**config.mk**
```make
export PLATFORM = sky130hd
export DESIGN_NAME = rename_unit
export DESIGN_NICKNAME = d
export VERILOG_FILES = /design/src/rtl/rn_pkg.sv /design/src/rtl/rn_map.sv /design/src/rtl/rn_freelist.sv /design/src/rtl/rn_readytab.sv /design/src/rtl/rn_rob.sv /design/src/rtl/rename_unit.sv
export SDC_FILE = /design/constraint.sdc
export NUM_CORES = 1
export LEC_CHECK = 0
export BUFFER_PORTS_ARGS = -buffer_cell sky130_fd_sc_hd__buf_2
export CORE_AREA = 5 5 165 119
export CTS_CLUSTER_SIZE = 25
export DETAILED_ROUTE_END_ITERATION = 8
export DIE_AREA = 0 0 170 124
export PLACE_DENSITY_LB_ADDON = 0.3
export SYNTH_ARGS = -nofsm -noshare
export SYNTH_HDL_FRONTEND = slang
export SYNTH_SLANG_ARGS = --single-unit
```
**constraint.sdc**
```tcl
create_clock -name clk -period 3.8 [get_ports clk]
set_input_delay 0.76 -clock clk [delete_from_list [all_inputs] [get_ports clk]]
set_output_delay 0.76 -clock clk [all_outputs]
set_load 0.01 [all_outputs]
```
**src/rtl/rn_pkg.sv**
```systemverilog
package rn_pkg;
   // Order in which the free list hands out physical registers.
   typedef enum logic {
      PICK_LOW  = 1'b0,
      PICK_HIGH = 1'b1
   } pick_e;
endpackage

```
**src/rtl/rn_map.sv**
```systemverilog
module rn_map #(
   parameter int NUM_ARCH = 8,
   parameter int NUM_PHYS = 16,
   localparam int AW = $clog2(NUM_ARCH),
   localparam int PW = $clog2(NUM_PHYS)
) (
   input  logic                   clk,
   input  logic                   rst_n,
   input  logic [AW-1:0]          rd_a,
   input  logic [AW-1:0]          rd_b,
   input  logic [AW-1:0]          rd_d,
   output logic [PW-1:0]          tag_a,
   output logic [PW-1:0]          tag_b,
   output logic [PW-1:0]          tag_d,
   input  logic                   wr_en,
   input  logic [AW-1:0]          wr_arch,
   input  logic [PW-1:0]          wr_tag,
   input  logic                   cm_en,
   input  logic [AW-1:0]          cm_arch,
   input  logic [PW-1:0]          cm_tag,
   input  logic                   restore,
   output logic [NUM_ARCH*PW-1:0] spec_flat,
   output logic [NUM_ARCH*PW-1:0] cmt_flat,
   output logic [NUM_PHYS-1:0]    cmt_refs
);
   logic [PW-1:0] spec_q [NUM_ARCH];
   logic [PW-1:0] cmt_q  [NUM_ARCH];

   always_ff @(posedge clk or negedge rst_n) begin
      if (!rst_n) begin
         for (int i = 0; i < NUM_ARCH; i++) begin
            spec_q[i] <= PW'(i);
            cmt_q[i]  <= PW'(i);
         end
      end else begin
         if (restore) begin
            for (int i = 0; i < NUM_ARCH; i++) spec_q[i] <= cmt_q[i];
         end else if (wr_en) begin
            spec_q[wr_arch] <= wr_tag;
         end
         if (cm_en) cmt_q[cm_arch] <= cm_tag;
      end
   end

   assign tag_a = spec_q[rd_a];
   assign tag_b = spec_q[rd_b];
   assign tag_d = spec_q[rd_d];

   // Physical registers referenced by the committed map.
   always_comb begin
      cmt_refs = '0;
      for (int i = 0; i < NUM_ARCH; i++) cmt_refs[cmt_q[i]] = 1'b1;
   end

   for (genvar g = 0; g < NUM_ARCH; g++) begin : g_flat
      assign spec_flat[g*PW +: PW] = spec_q[g];
      assign cmt_flat[g*PW +: PW]  = cmt_q[g];
   end
endmodule

```
**src/rtl/rn_freelist.sv**
```systemverilog
module rn_freelist
   import rn_pkg::*;
#(
   parameter int    NUM_ARCH = 8,
   parameter int    NUM_PHYS = 16,
   parameter pick_e PICK     = PICK_LOW,
   localparam int   PW = $clog2(NUM_PHYS)
) (
   input  logic                clk,
   input  logic                rst_n,
   input  logic                alloc_en,
   input  logic                rel_en,
   input  logic [PW-1:0]       rel_tag,
   input  logic                rebuild,
   input  logic [NUM_PHYS-1:0] keep,
   output logic [NUM_PHYS-1:0] free_vec,
   output logic                any_free,
   output logic [PW-1:0]       pick_tag
);
   logic [NUM_PHYS-1:0] free_q, free_d;

   if (PICK == PICK_LOW) begin : g_pick_low
      always_comb begin
         pick_tag = '0;
         for (int i = NUM_PHYS - 1; i >= 0; i--)
            if (free_q[i]) pick_tag = PW'(i);
      end
   end else begin : g_pick_high
      always_comb begin
         pick_tag = '0;
         for (int i = 0; i < NUM_PHYS; i++)
            if (free_q[i]) pick_tag = PW'(i);
      end
   end

   assign any_free = |free_q;
   assign free_vec = free_q;

   always_comb begin
      free_d = free_q;
      if (rebuild) begin
         free_d = ~keep;
      end else begin
         if (alloc_en) free_d[pick_tag] = 1'b0;
         if (rel_en)   free_d[rel_tag]  = 1'b1;
      end
   end

   always_ff @(posedge clk or negedge rst_n) begin
      if (!rst_n) begin
         for (int i = 0; i < NUM_PHYS; i++) free_q[i] <= (i >= NUM_ARCH);
      end else begin
         free_q <= free_d;
      end
   end
endmodule

```
**src/rtl/rn_readytab.sv**
```systemverilog
module rn_readytab #(
   parameter int NUM_ARCH = 8,
   parameter int NUM_PHYS = 16,
   localparam int PW = $clog2(NUM_PHYS)
) (
   input  logic                clk,
   input  logic                rst_n,
   input  logic                set_en,
   input  logic [PW-1:0]       set_tag,
   input  logic                clr_en,
   input  logic [PW-1:0]       clr_tag,
   input  logic                restore,
   input  logic [NUM_PHYS-1:0] keep,
   output logic [NUM_PHYS-1:0] ready_vec
);
   logic [NUM_PHYS-1:0] rdy_q, rdy_d;

   always_comb begin
      rdy_d = rdy_q;
      if (set_en)  rdy_d[set_tag] = 1'b1;
      if (clr_en)  rdy_d[clr_tag] = 1'b0;
      if (restore) rdy_d = rdy_d | keep;
   end

   always_ff @(posedge clk or negedge rst_n) begin
      if (!rst_n) begin
         for (int i = 0; i < NUM_PHYS; i++) rdy_q[i] <= (i < NUM_ARCH);
      end else begin
         rdy_q <= rdy_d;
      end
   end

   assign ready_vec = rdy_q;
endmodule

```
**src/rtl/rn_rob.sv**
```systemverilog
module rn_rob #(
   parameter int DEPTH = 8,
   parameter int AW    = 3,
   parameter int PW    = 4,
   localparam int RW = (DEPTH > 1) ? $clog2(DEPTH) : 1,
   localparam int CW = $clog2(DEPTH + 1)
) (
   input  logic          clk,
   input  logic          rst_n,
   input  logic          push,
   input  logic [AW-1:0] push_arch,
   input  logic [PW-1:0] push_new,
   input  logic [PW-1:0] push_old,
   input  logic          pop,
   input  logic          clear,
   output logic [AW-1:0] head_arch,
   output logic [PW-1:0] head_new,
   output logic [PW-1:0] head_old,
   output logic          empty,
   output logic          full,
   output logic [CW-1:0] count
);
   logic [AW-1:0] ent_arch [DEPTH];
   logic [PW-1:0] ent_new  [DEPTH];
   logic [PW-1:0] ent_old  [DEPTH];
   logic [RW-1:0] head_q, tail_q;
   logic [CW-1:0] cnt_q;

   function automatic logic [RW-1:0] step_ptr(input logic [RW-1:0] p);
      return (p == RW'(DEPTH - 1)) ? '0 : p + RW'(1);
   endfunction

   always_ff @(posedge clk) begin
      if (push) begin
         ent_arch[tail_q] <= push_arch;
         ent_new[tail_q]  <= push_new;
         ent_old[tail_q]  <= push_old;
      end
   end

   always_ff @(posedge clk or negedge rst_n) begin
      if (!rst_n) begin
         head_q <= '0;
         tail_q <= '0;
         cnt_q  <= '0;
      end else if (clear) begin
         head_q <= '0;
         tail_q <= '0;
         cnt_q  <= '0;
      end else begin
         if (push) tail_q <= step_ptr(tail_q);
         if (pop)  head_q <= step_ptr(head_q);
         case ({push, pop})
            2'b10:   cnt_q <= cnt_q + CW'(1);
            2'b01:   cnt_q <= cnt_q - CW'(1);
            default: cnt_q <= cnt_q;
         endcase
      end
   end

   assign head_arch = ent_arch[head_q];
   assign head_new  = ent_new[head_q];
   assign head_old  = ent_old[head_q];
   assign empty     = (cnt_q == '0);
   assign full      = (cnt_q == CW'(DEPTH));
   assign count     = cnt_q;
endmodule

```
**src/rtl/rename_unit.sv**
```systemverilog
module rename_unit
   import rn_pkg::*;
#(
   parameter int    NUM_ARCH  = 8,
   parameter int    NUM_PHYS  = 16,
   parameter int    ROB_DEPTH = 8,
   parameter pick_e PICK      = PICK_LOW,
   localparam int   AW = $clog2(NUM_ARCH),
   localparam int   PW = $clog2(NUM_PHYS),
   localparam int   CW = $clog2(ROB_DEPTH + 1)
) (
   input  logic          clk,
   input  logic          rst_n,
   input  logic          ren_valid,
   input  logic [AW-1:0] ren_src_a,
   input  logic [AW-1:0] ren_src_b,
   input  logic [AW-1:0] ren_dst,
   output logic          ren_ready,
   output logic [PW-1:0] ren_tag_a,
   output logic          ren_rdy_a,
   output logic [PW-1:0] ren_tag_b,
   output logic          ren_rdy_b,
   output logic [PW-1:0] ren_new_tag,
   input  logic          wb_valid,
   input  logic [PW-1:0] wb_tag,
   input  logic          cmt_req,
   output logic          cmt_fire,
   output logic [AW-1:0] cmt_arch,
   output logic [PW-1:0] cmt_new_tag,
   output logic [PW-1:0] cmt_old_tag,
   input  logic          flush
);
   if (NUM_PHYS <= NUM_ARCH) begin : g_chk_pool
      $error("rename_unit: NUM_PHYS must exceed NUM_ARCH");
   end
   if (NUM_ARCH < 2 || (1 << AW) != NUM_ARCH) begin : g_chk_arch
      $error("rename_unit: NUM_ARCH must be a power of two, at least 2");
   end
   if ((1 << PW) != NUM_PHYS) begin : g_chk_phys
      $error("rename_unit: NUM_PHYS must be a power of two");
   end
   if (ROB_DEPTH < 2) begin : g_chk_rob
      $error("rename_unit: ROB_DEPTH must be at least 2");
   end

   logic [NUM_ARCH*PW-1:0] spec_flat, cmt_flat;
   logic [NUM_PHYS-1:0]    cmt_refs, free_vec, ready_vec;
   logic                   any_free, rob_empty, rob_full, ren_fire;
   logic [PW-1:0]          old_tag;
   logic [CW-1:0]          rob_count;

   assign ren_ready = !flush && any_free && !rob_full;
   assign ren_fire  = ren_valid && ren_ready;
   assign cmt_fire  = cmt_req && !flush && !rob_empty && ready_vec[cmt_new_tag];

   rn_map #(
      .NUM_ARCH (NUM_ARCH),
      .NUM_PHYS (NUM_PHYS)
   ) u_map (
      .clk       (clk),
      .rst_n     (rst_n),
      .rd_a      (ren_src_a),
      .rd_b      (ren_src_b),
      .rd_d      (ren_dst),
      .tag_a     (ren_tag_a),
      .tag_b     (ren_tag_b),
      .tag_d     (old_tag),
      .wr_en     (ren_fire),
      .wr_arch   (ren_dst),
      .wr_tag    (ren_new_tag),
      .cm_en     (cmt_fire),
      .cm_arch   (cmt_arch),
      .cm_tag    (cmt_new_tag),
      .restore   (flush),
      .spec_flat (spec_flat),
      .cmt_flat  (cmt_flat),
      .cmt_refs  (cmt_refs)
   );

   rn_freelist #(
      .NUM_ARCH (NUM_ARCH),
      .NUM_PHYS (NUM_PHYS),
      .PICK     (PICK)
   ) u_free (
      .clk      (clk),
      .rst_n    (rst_n),
      .alloc_en (ren_fire),
      .rel_en   (cmt_fire),
      .rel_tag  (cmt_old_tag),
      .rebuild  (flush),
      .keep     (cmt_refs),
      .free_vec (free_vec),
      .any_free (any_free),
      .pick_tag (ren_new_tag)
   );

   rn_readytab #(
      .NUM_ARCH (NUM_ARCH),
      .NUM_PHYS (NUM_PHYS)
   ) u_rdy (
      .clk       (clk),
      .rst_n     (rst_n),
      .set_en    (wb_valid),
      .set_tag   (wb_tag),
      .clr_en    (ren_fire),
      .clr_tag   (ren_new_tag),
      .restore   (flush),
      .keep      (cmt_refs),
      .ready_vec (ready_vec)
   );

   assign ren_rdy_a = ready_vec[ren_tag_a];
   assign ren_rdy_b = ready_vec[ren_tag_b];

   rn_rob #(
      .DEPTH (ROB_DEPTH),
      .AW    (AW),
      .PW    (PW)
   ) u_rob (
      .clk       (clk),
      .rst_n     (rst_n),
      .push      (ren_fire),
      .push_arch (ren_dst),
      .push_new  (ren_new_tag),
      .push_old  (old_tag),
      .pop       (cmt_fire),
      .clear     (flush),
      .head_arch (cmt_arch),
      .head_new  (cmt_new_tag),
      .head_old  (cmt_old_tag),
      .empty     (rob_empty),
      .full      (rob_full),
      .count     (rob_count)
   );
endmodule

```
==> results of run 1 <==
[cell usage in the layout (no fill, tap or decap), types with 13 or more instances in the layout]
| master | instances |
|---|---|
| clkbuf_16 | 17 |
| dfstp_2 | 40 |
| edfxtp_1 | 88 |
| a22oi_1 | 44 |
| nor2b_1 | 45 |
| nand2_1 | 60 |
| buf_2 | 44 |
| inv_1 | 21 |
| a31oi_1 | 18 |
| mux2_1 | 23 |
| mux4_2 | 44 |
| nor2_1 | 81 |
| buf_4 | 37 |
| dfrtp_1 | 64 |
| nand3_1 | 58 |
| a21oi_1 | 37 |
| o21ai_0 | 30 |
| a221o_1 | 24 |
| mux2i_1 | 36 |
| nand4_1 | 16 |
| mux2_2 | 13 |
[critical path, cell delays in order, from the launching register on]
cell	delay (ps)
dfrtp_2	470
mux4_1	580
mux2_4	420
mux2i_1	170
a22oi_2	220
nand4_4	250
nand2_8	210
buf_2	160
[registers in the layout, summed over array words and instances, names as in the netlist, 4 cells and up]
signal and cells:
u_rob.ent_old 32, u_rob.ent_new 32, u_rdy.ready_vec 16, u_map.cmt_flat 32
u_map.spec_flat 32, u_rob.count 4, u_free.free_vec 16, u_rob.ent_arch 24
[metal layers]
layer / global-route usage (%) / up-vias / share of wire [%]
li1: - / 3682 / -
met4: 9.576 / 2 / 2.4
met1: 49.98 / 4359 / 42
met3: 11.04 / 71 / 14
met5: 4.106 / - / 0.33
met2: 44.35 / 699 / 41
[power by group]
part | switching [W] | internal, W | leakage (nW)
Combinational | 0.00177 | 0.00124 | 2.27
Clock | 0.000899 | 0.000880 | 0.284
Sequential | 0.000878 | 0.00281 | 2.04
[worst min path at each step]
stage                                  startpoint                             to  slack, ps
global placement    u_free.free_vec[14]$_DFF_PN1_  u_free.free_vec[14]$_DFF_PN1_        500
CTS                                         rst_n   u_rdy.ready_vec[8]$_DFF_PN0_        390
finish                                      rst_n   u_rdy.ready_vec[8]$_DFF_PN0_        380
global route                                rst_n   u_rdy.ready_vec[8]$_DFF_PN0_        430
detailed placement  u_free.free_vec[14]$_DFF_PN1_  u_free.free_vec[14]$_DFF_PN1_        510
floorplan                                   rst_n   u_free.free_vec[0]$_DFF_PN0_        460
[through the flow]
step           instances  util (%)  hold slack [ps]  cell area, µm²  worst slack [ps]
2_1_floorplan        937         -            464.4           10870             130.3
3_3_place_gp        1189     64.05            501.7           11400             244.9
3_5_place_dp        1189     64.05            514.0           11400             134.1
4_1_cts             1221     67.36            392.8           11990             19.73
5_1_grt             1221     67.39            426.8           12000             10.89
6_report            1221     67.39            376.6           12000             96.61
[cell type report]
| type | count | share of cell area, % |
|---|---|---|
| inverters | 22 | 0.6884 |
| flip-flops and latches | 194 | 44.58 |
| clock buffers | 17 | 3.546 |
| well taps | 236 | 2.461 |
| clock inverters | 15 | 1.356 |
| multi-input cells | 655 | 43.05 |
| repair buffers | 82 | 4.318 |
[logic make-up (layout without fill, tap and decap cells)]
logic type      count (synthesis)  in the layout
buf+inv                        88            136
mux                           124            124
flops                         194            194
compound gates                205            205
xor+xnor                        4              4
simple gates                  316            316
fa+ha+maj                       6              6
==> impl_metrics.tcl, run 1 <==
set metrics [dict create \
    ys.flop_type "edfxtp_1" \
    grt_pass1_vias 8277 \
    slew_viol_final 0 \
    nets 997 \
    grt_max_degree 62 \
    r2r_slack_ps 210 \
    worstPathMaxFanout 17 \
    ant_nets 0 \
    htreeDepth 4 \
    ys_seq_elements 194 \
    critical_path_required_ps 3040 \
    status "complete, no violations" \
    wl_um 33530 \
    post_cts_buffers 0 \
    synth.area.top_cells "edfxtp_1 (24%), dfrtp_1 (15%), dfstp_2 (9.7%)" \
    reg2regPathDepth 14 \
    peakVddDrop_uv 390.0 \
    via_per_inst 7.218 \
    syn2layout_area_growth_pct 10.41 \
    synth_top_area_share_pct 24.32 \
    async_reset_ff_share_pct 54.64 \
    die_area_um2 21080 \
    path_class "reg -> out" \
    cts_root_buf "clkbuf_16" \
    num_rows 41 \
    max_freq_mhz 270.0 \
    synthCells 937 \
    drt_iter0_drc 1527 \
    yosysTopAreaCell "edfxtp_1" \
    cts_buffers 17 \
    syn-cell-area_um2 10870 \
    worst_slew_pin_slew_ps 1095 \
    worstSetupStartpointType "register" \
    track_usage_pct 32.82 \
    regArea_um2 5348 \
    synthMostInstantiatedCell "edfxtp_1" \
    drv_cap 0 \
    layout_min_cycle_time_ps 3703 \
    hold_viol_final 0 \
    cts_resized 0 \
    multi_input_area_um2 5165 \
    setup_violations 0 \
    synth_seq_area_share_pct 49.19 \
    cts_tree "done" \
    skew_ps 14.14 \
    nFillCells 1289 \
    vias 8813 \
    synth-xor-area-share_pct 0.3915 \
    hp-class "in -> async" \
    hpwlAfterDp_um 24010 \
    synth_edf_count 88 \
    wire_per_inst_um 27.46 \
    cts_hold_buf 0 \
    cp-startpoint "u_rob.head_q[0]$_DFFE_PN0P_" \
    synthTopCellsByCount "edfxtp_1 (88), nor2_1 (81), dfrtp_1 (66)" \
    cp_data_arrival_time_ps 2940 \
    yosys.area_share.simple_pct 15.23 \
    p_leak_nw 4.594 \
    core_um2 17800 \
    layout-drive-gt1-share_pct 24.77 \
    synthAdderAreaFrac_pct 0.7600 \
    clk_pin_slew_worst_paths_ps 80 \
    drc 0 \
    insertion_delay_ps 440 \
    synth_top_family_by_area "multiplexers" \
    power_w 0.008484 \
    grt_setup_unrepaired "false" \
    end_kind "output port" \
    grt_pass1_wl_um 51130 \
    firstDrtPassIters 7 \
    num_io_pins 46 \
    portBuffers 45 \
    grt_overflow 0 \
    synth-compound-area-share_pct 13.29 \
    die-width_um 170 \
    synth_mux_area_share_pct 17.47 \
    clk_path_buf_depth 2 \
    start_util_pct 61.04 \
    yosys_warnings 0 \
    gp_congestion 1.009 \
    ys_types 69 \
    synth.net_count 962 \
    layout_worst_path_cycle_share_pct 97.46 \
    regToRegStartpoint "u_rob.head_q[0]$_DFFE_PN0P_" \
    antenna_cells 0 \
    syn_area_per_cell_um2 11.60 \
    antenna_found_initial 0 \
    p_per_area_nw_per_um2 707.2 \
    clock_sinks 194 \
    chipHeight_um 124 \
    crit_end "cmt_fire" \
    fin_setup_tns_ps 0 \
    reg2reg_to "u_rob.count[3]$_DFFE_PN0P_" \
    max_slew_margin_pct 26.51 \
]
(Power assumes the default switching activity.)
==> run 2, diff against run 1 <==
CORE_AREA = 5 5 139 141   (was 5 5 165 119)
DIE_AREA = 0 0 144 146   (was 0 0 170 124)
GPL_TIMING_DRIVEN = 0   (was unset)
==> run 2 against run 1 <==
Via count shrank 0.24%. Sequential share of layout area shrank 1.0 points. Non-clock buffer count grew 36. Clock power grew 9.6%. First-iteration DRC count shrank 13%. Count of clock-buffer cells in the layout is the same. Total power grew 2.1%. Worst hold slack lost 43 ps. Critical path type unchanged.
==> impl_metrics.tcl, run 2 (synthesis gave the netlist of run 1 again) <==
set metrics [dict create \
    status "complete, no violations" \
    setup_slack_ps 69.08 \
    internal_power_w 0.005193 \
    drc 0 \
    pwr-share-comb_pct 40.0 \
    pwr-share-clk_pct 22.5 \
    portBuffers 40 \
    gp_congestion 1.034 \
    regArea_um2 5348 \
    antenna_cells 0 \
    chipHeight_um 146 \
    met3_length_um 3546 \
    num_rows 49 \
    wire_per_inst_um 26.48 \
    cp_data_arrival_time_ps 2970 \
    layout_worst_path_cycle_share_pct 98.18 \
    grt_setup_unrepaired "false" \
    num_io_pins 46 \
    worstSetupStartpointType "register" \
    whs_ps 333.7 \
    via_per_inst 7.039 \
    max_freq_mhz 268.0 \
    top_layer "met4" \
    hp-class "in -> async" \
    vias 8792 \
    p_per_area_nw_per_um2 705.2 \
    stdcell_count 1249 \
    syn2layout_area_growth_pct 13.02 \
    core_um2 17840 \
    end_kind "output port" \
    setup_violations 0 \
    hold_viol_final 0 \
    fin_setup_tns_ps 0 \
    utilization_pct 68.83 \
    track_usage_pct 32.26 \
    worst_slew_pin_slew_ps 1188 \
    multi_input_area_um2 5254 \
    place_ws_ps -563.6 \
    crit_chain "or4_1, o21ai_1, inv_1, buf_2" \
    cts_buffers 17 \
    die-width_um 144 \
    peakVddDrop_uv 432.3 \
    clk_pin_slew_worst_paths_ps 70 \
    layout_common_cells "edfxtp_1 (88), nor2_1 (80), dfrtp_1 (64)" \
    antenna_found_initial 0 \
    ant_nets 0 \
    cts_root_buf "clkbuf_16" \
    seq_power_share_pct 37.5 \
    grt_pass1_wl_um 50990 \
    worstPathMaxFanout 9 \
    m1WireLength_um 13110 \
    cts_hold_buf 0 \
    grt_max_degree 60 \
    drv_cap 0 \
    p_leak_nw 4.651 \
    hpwlAfterDp_um 23670 \
    critical_path.max_stage_delay_ps 870 \
    die_area_um2 21020 \
    layout_min_cycle_time_ps 3731 \
    start_util_pct 60.90 \
    slowest_stage "o21ai_1" \
    path_class "reg -> out" \
    skew_ps 8.252 \
    htreeDepth 4 \
    drt_iter0_drc 1333 \
    swShare_pct 40.03 \
    firstDrtPassIters 5 \
    cp_top_family "compound AO/OA/AOI/OAI gates" \
    max_slew_margin_pct 20.24 \
    nets 1033 \
    clock_sinks 194 \
    nFillCells 1302 \
    wl_met2_um 14910 \
    crit_buf_inv 2 \
    cts_tree "done" \
    wl_um 33070 \
    layout-drive-gt1-share_pct 23.92 \
    insertion_delay_ps 450 \
    clk_path_buf_depth 2 \
    switchingPower_w 0.003466 \
    grt_pass1_vias 8705 \
    slew_viol_final 0 \
    layout_commonest_cell "edfxtp_1" \
    grt_overflow 0 \
    dp.cells 1214 \
    critical_path_required_ps 3040 \
]
==> run 2: changes by cell type in the layout (fill, tap and decap cells not counted), sizes merged <==
cell,before,now
clkinv,9,2
buf,82,71
clkinvlp,1,2
bufinv,0,3
clkbuf,17,64
inv,27,29
==> run 2: final timing paths <==
path                                               start                         endpoint  cells past startpoint  slack, ps
min in group clk           u_free.free_vec[10]$_DFF_PN1_    u_free.free_vec[10]$_DFF_PN1_                      2        530
hold reg to reg            u_free.free_vec[10]$_DFF_PN1_    u_free.free_vec[10]$_DFF_PN1_                      2        530
max in group asynchronous                          rst_n  u_map.spec_flat[20]$_DFFE_PN1P_                      2       2700
hold / removal                                     rst_n   u_map.cmt_flat[17]$_DFFE_PN0P_                      1        330
setup reg to reg             u_rob.head_q[0]$_DFFE_PN0P_       u_rob.count[3]$_DFFE_PN0P_                     17        150
setup / recovery            u_free.free_vec[7]$_DFF_PN0_                   ren_new_tag[2]                      4         70
==> run 2: per-layer routing <==
layer  track usage [%]  vias up
met3             7.920      113
met2             47.60      582
met5                 0        -
met4             14.69        0
li1                  -     3760
met1             45.33     4337
==> run 2: area by class of cell <==
cell class / instances / area share [%]
Buffer: 65 / 2.771
Clock buffer: 17 / 3.464
Clock inverter: 14 / 1.701
Inverter: 22 / 0.6724
Multi-Input combinational cell: 655 / 42.78
Sequential cell: 194 / 43.55
Tap cell: 229 / 2.333
Timing Repair Buffer: 53 / 2.731
==> run 2: power groups by stage <==
stage	Sequential (W)	Clock [W]	Combinational (W)
after floorplan	0.00308	0	0.00227
after global routing	0.00328	0.00204	0.00366
after global placement	0.00323	0	0.00321
after detailed placement	0.00325	0	0.00325
after CTS	0.00322	0.00196	0.00335
final	0.00324	0.00195	0.00347
==> run 2: metrics by stage <==
stage	total power, W	cell area, µm²
2_1_floorplan	0.005359	10870
6_report	0.008660	12280
3_5_place_dp	0.006500	11490
4_1_cts	0.008525	12250
3_3_place_gp	0.006436	11350
5_1_grt	0.008984	12280
==> run 2: timing repair <==
action | CTS | global route
setup endpoints to repair | 7 | 5
setup buffers | 4 | 1
pin swaps | 4 | 4
gates resized for setup | 25 | 8
==> run 3, diff against run 2 <==
CORE_AREA = 5 5 134 136   (was 5 5 139 141)
DIE_AREA = 0 0 139 141   (was 0 0 144 146)
PLACE_DENSITY = 0.84   (was unset)
PLACE_DENSITY_LB_ADDON = unset   (was 0.3)
clock period = 4.6 ns   (was 3.8 ns; I/O delays follow)
==> run 3 against run 2 <==
Core utilization increased by 3.1 points. Non-clock buffer count decreased by 4. Sequential share of layout area increased by 0.65 points. Clock skew increased by 5.3 ps. Count of clock-buffer cells in the layout unchanged. Sequential cell count unchanged. Total power decreased by 19%. Worst hold slack improved by 180 ps. Setup slack improved by 110 ps. Critical endpoint is now cmt_arch[1].
==> impl_metrics.tcl, run 3 (synthesis gave the netlist of run 1 again) <==
set metrics [dict create \
    status "complete, no violations" \
    r2r_slack_ps 500 \
    cts_buffers 17 \
    cp-startpoint "u_rob.head_q[1]$_DFFE_PN0P_" \
    wire_per_inst_um 26.23 \
    cts_tree "done" \
    worstPathMaxFanout 10 \
    reg2reg_to "u_rob.count[3]$_DFFE_PN0P_" \
    antenna_cells 0 \
    nFillCells 1179 \
    antenna_found_initial 0 \
    crit_buf_inv 4 \
    regToRegStartpoint "u_rob.head_q[0]$_DFFE_PN0P_" \
    ant_nets 0 \
    drt_iter0_drc 1518 \
    worstSetupStartpointType "register" \
    grt_pass1_vias 8614 \
    setup_violations 0 \
    layout_commonest_cell "edfxtp_1" \
    regArea_um2 5345 \
    dp.cells 1210 \
    cp.depth 6 \
    reg2regPathDepth 17 \
    p_leak_nw 4.598 \
    num_rows 48 \
    final_area_um2 12090 \
    critical_path_required_ps 3680 \
    cp_data_arrival_time_ps 3500 \
    place_area_um2 11490 \
    end_kind "output port" \
    nets 1029 \
    skew_ps 13.53 \
    start_util_pct 64.61 \
    crit_end "cmt_arch[1]" \
    cts_root_buf "clkbuf_16" \
    path_class "reg -> out" \
    chipHeight_um 141 \
    die-width_um 139 \
    crit_chain "buf_6, clkbuf_1, mux4_2, mux2i_1, inv_1, buf_2" \
    vias 8863 \
    peakVddDrop_uv 346.1 \
    hold_viol_final 0 \
    die_area_um2 19600 \
    max_freq_mhz 226.4 \
    drc 0 \
    grt_pass1_wl_um 50270 \
    p_per_area_nw_per_um2 576.5 \
    grt_overflow 0 \
    whs_ps 510.3 \
    critical_path.max_stage_delay_ps 730 \
    layout-drive-gt1-share_pct 22.32 \
    via_per_inst 7.136 \
    clk_path_buf_depth 2 \
    gp_congestion 1.042 \
    track_usage_pct 33.62 \
    worst_slew_pin_slew_ps 1155 \
    clk_pin_slew_worst_paths_ps 80 \
    syn2layout_area_growth_pct 11.31 \
    cp_top_family "buffers and inverters" \
    slowest_stage "mux2i_1" \
    firstDrtPassIters 6 \
    portBuffers 40 \
    layout_worst_path_cycle_share_pct 96.01 \
    hp-class "in -> async" \
    stdcell_count 1242 \
    grt_setup_unrepaired "false" \
    num_io_pins 46 \
    htreeDepth 4 \
    hpwlAfterDp_um 23320 \
    multi_input_area_um2 5169 \
    grt_max_degree 56 \
    layout_common_cells "edfxtp_1 (88), nor2_1 (81), dfrtp_1 (66)" \
    drv_cap 0 \
    max_slew_margin_pct 22.73 \
    clock_sinks 194 \
    insertion_delay_ps 450 \
    layout_min_cycle_time_ps 4417 \
    core_um2 16820 \
    slew_viol_final 0 \
    wl_um 32580 \
    post_cts_buffers 0 \
]
run 3: repair_timing:
item | 4_1_cts | 5_1_grt
resized for setup | 1 | 5
endpoints found under the setup margin | 1 | 2
hold buffers | 0 | 0
cloned | 0 | 0
run 3: how the worst min path moves through the flow:
stage | end | slack, ps | cells past startpoint
after floorplan | u_rob.count[0]$_DFFE_PN0P_ | 490 | 1
after global placement | u_free.free_vec[10]$_DFF_PN1_ | 510 | 2
after detailed placement | u_free.free_vec[14]$_DFF_PN1_ | 530 | 2
after CTS | u_map.cmt_flat[19]$_DFFE_PN0P_ | 530 | 1
after global routing | u_map.cmt_flat[19]$_DFFE_PN0P_ | 560 | 1
final | u_map.cmt_flat[19]$_DFFE_PN0P_ | 510 | 1
run 3: cell type report:
type / count / share of cell area, %
clock inverters: 15 / 1.417
clock buffers: 17 / 3.517
plain buffers: 66 / 2.628
repair buffers: 48 / 2.493
inverters: 22 / 0.6828
multi-input cells: 655 / 42.74
well taps: 225 / 2.328
flip-flops and latches: 194 / 44.20
run 3: per-layer routing:
metal	global-route usage, %	vias up	wire, µm
met4	14.93	2	1694
met5	0	-	96
met3	8.820	137	3802
met2	52.52	673	14980
met1	44.90	4307	12010
li1	-	3744	-
run 3: power breakdown:
group / switching [W] / internal [W] / total, W
clock: 0.000758 / 0.000739 / 0.00150
combinational: 0.00174 / 0.00104 / 0.00278
sequential: 0.000372 / 0.00232 / 0.00269
run 3: per-stage QoR:
stage	total power (W)	setup WS, ps	setup TNS (ps)	util, %
floorplan	0.004427	610.3	0	-
global placement	0.005279	-103.5	-1851	67.48
detailed placement	0.005351	-14.27	-14.27	68.31
CTS	0.006846	12.77	0	71.88
global route	0.007231	122.2	0	71.92
finish	0.006972	183.3	0	71.92
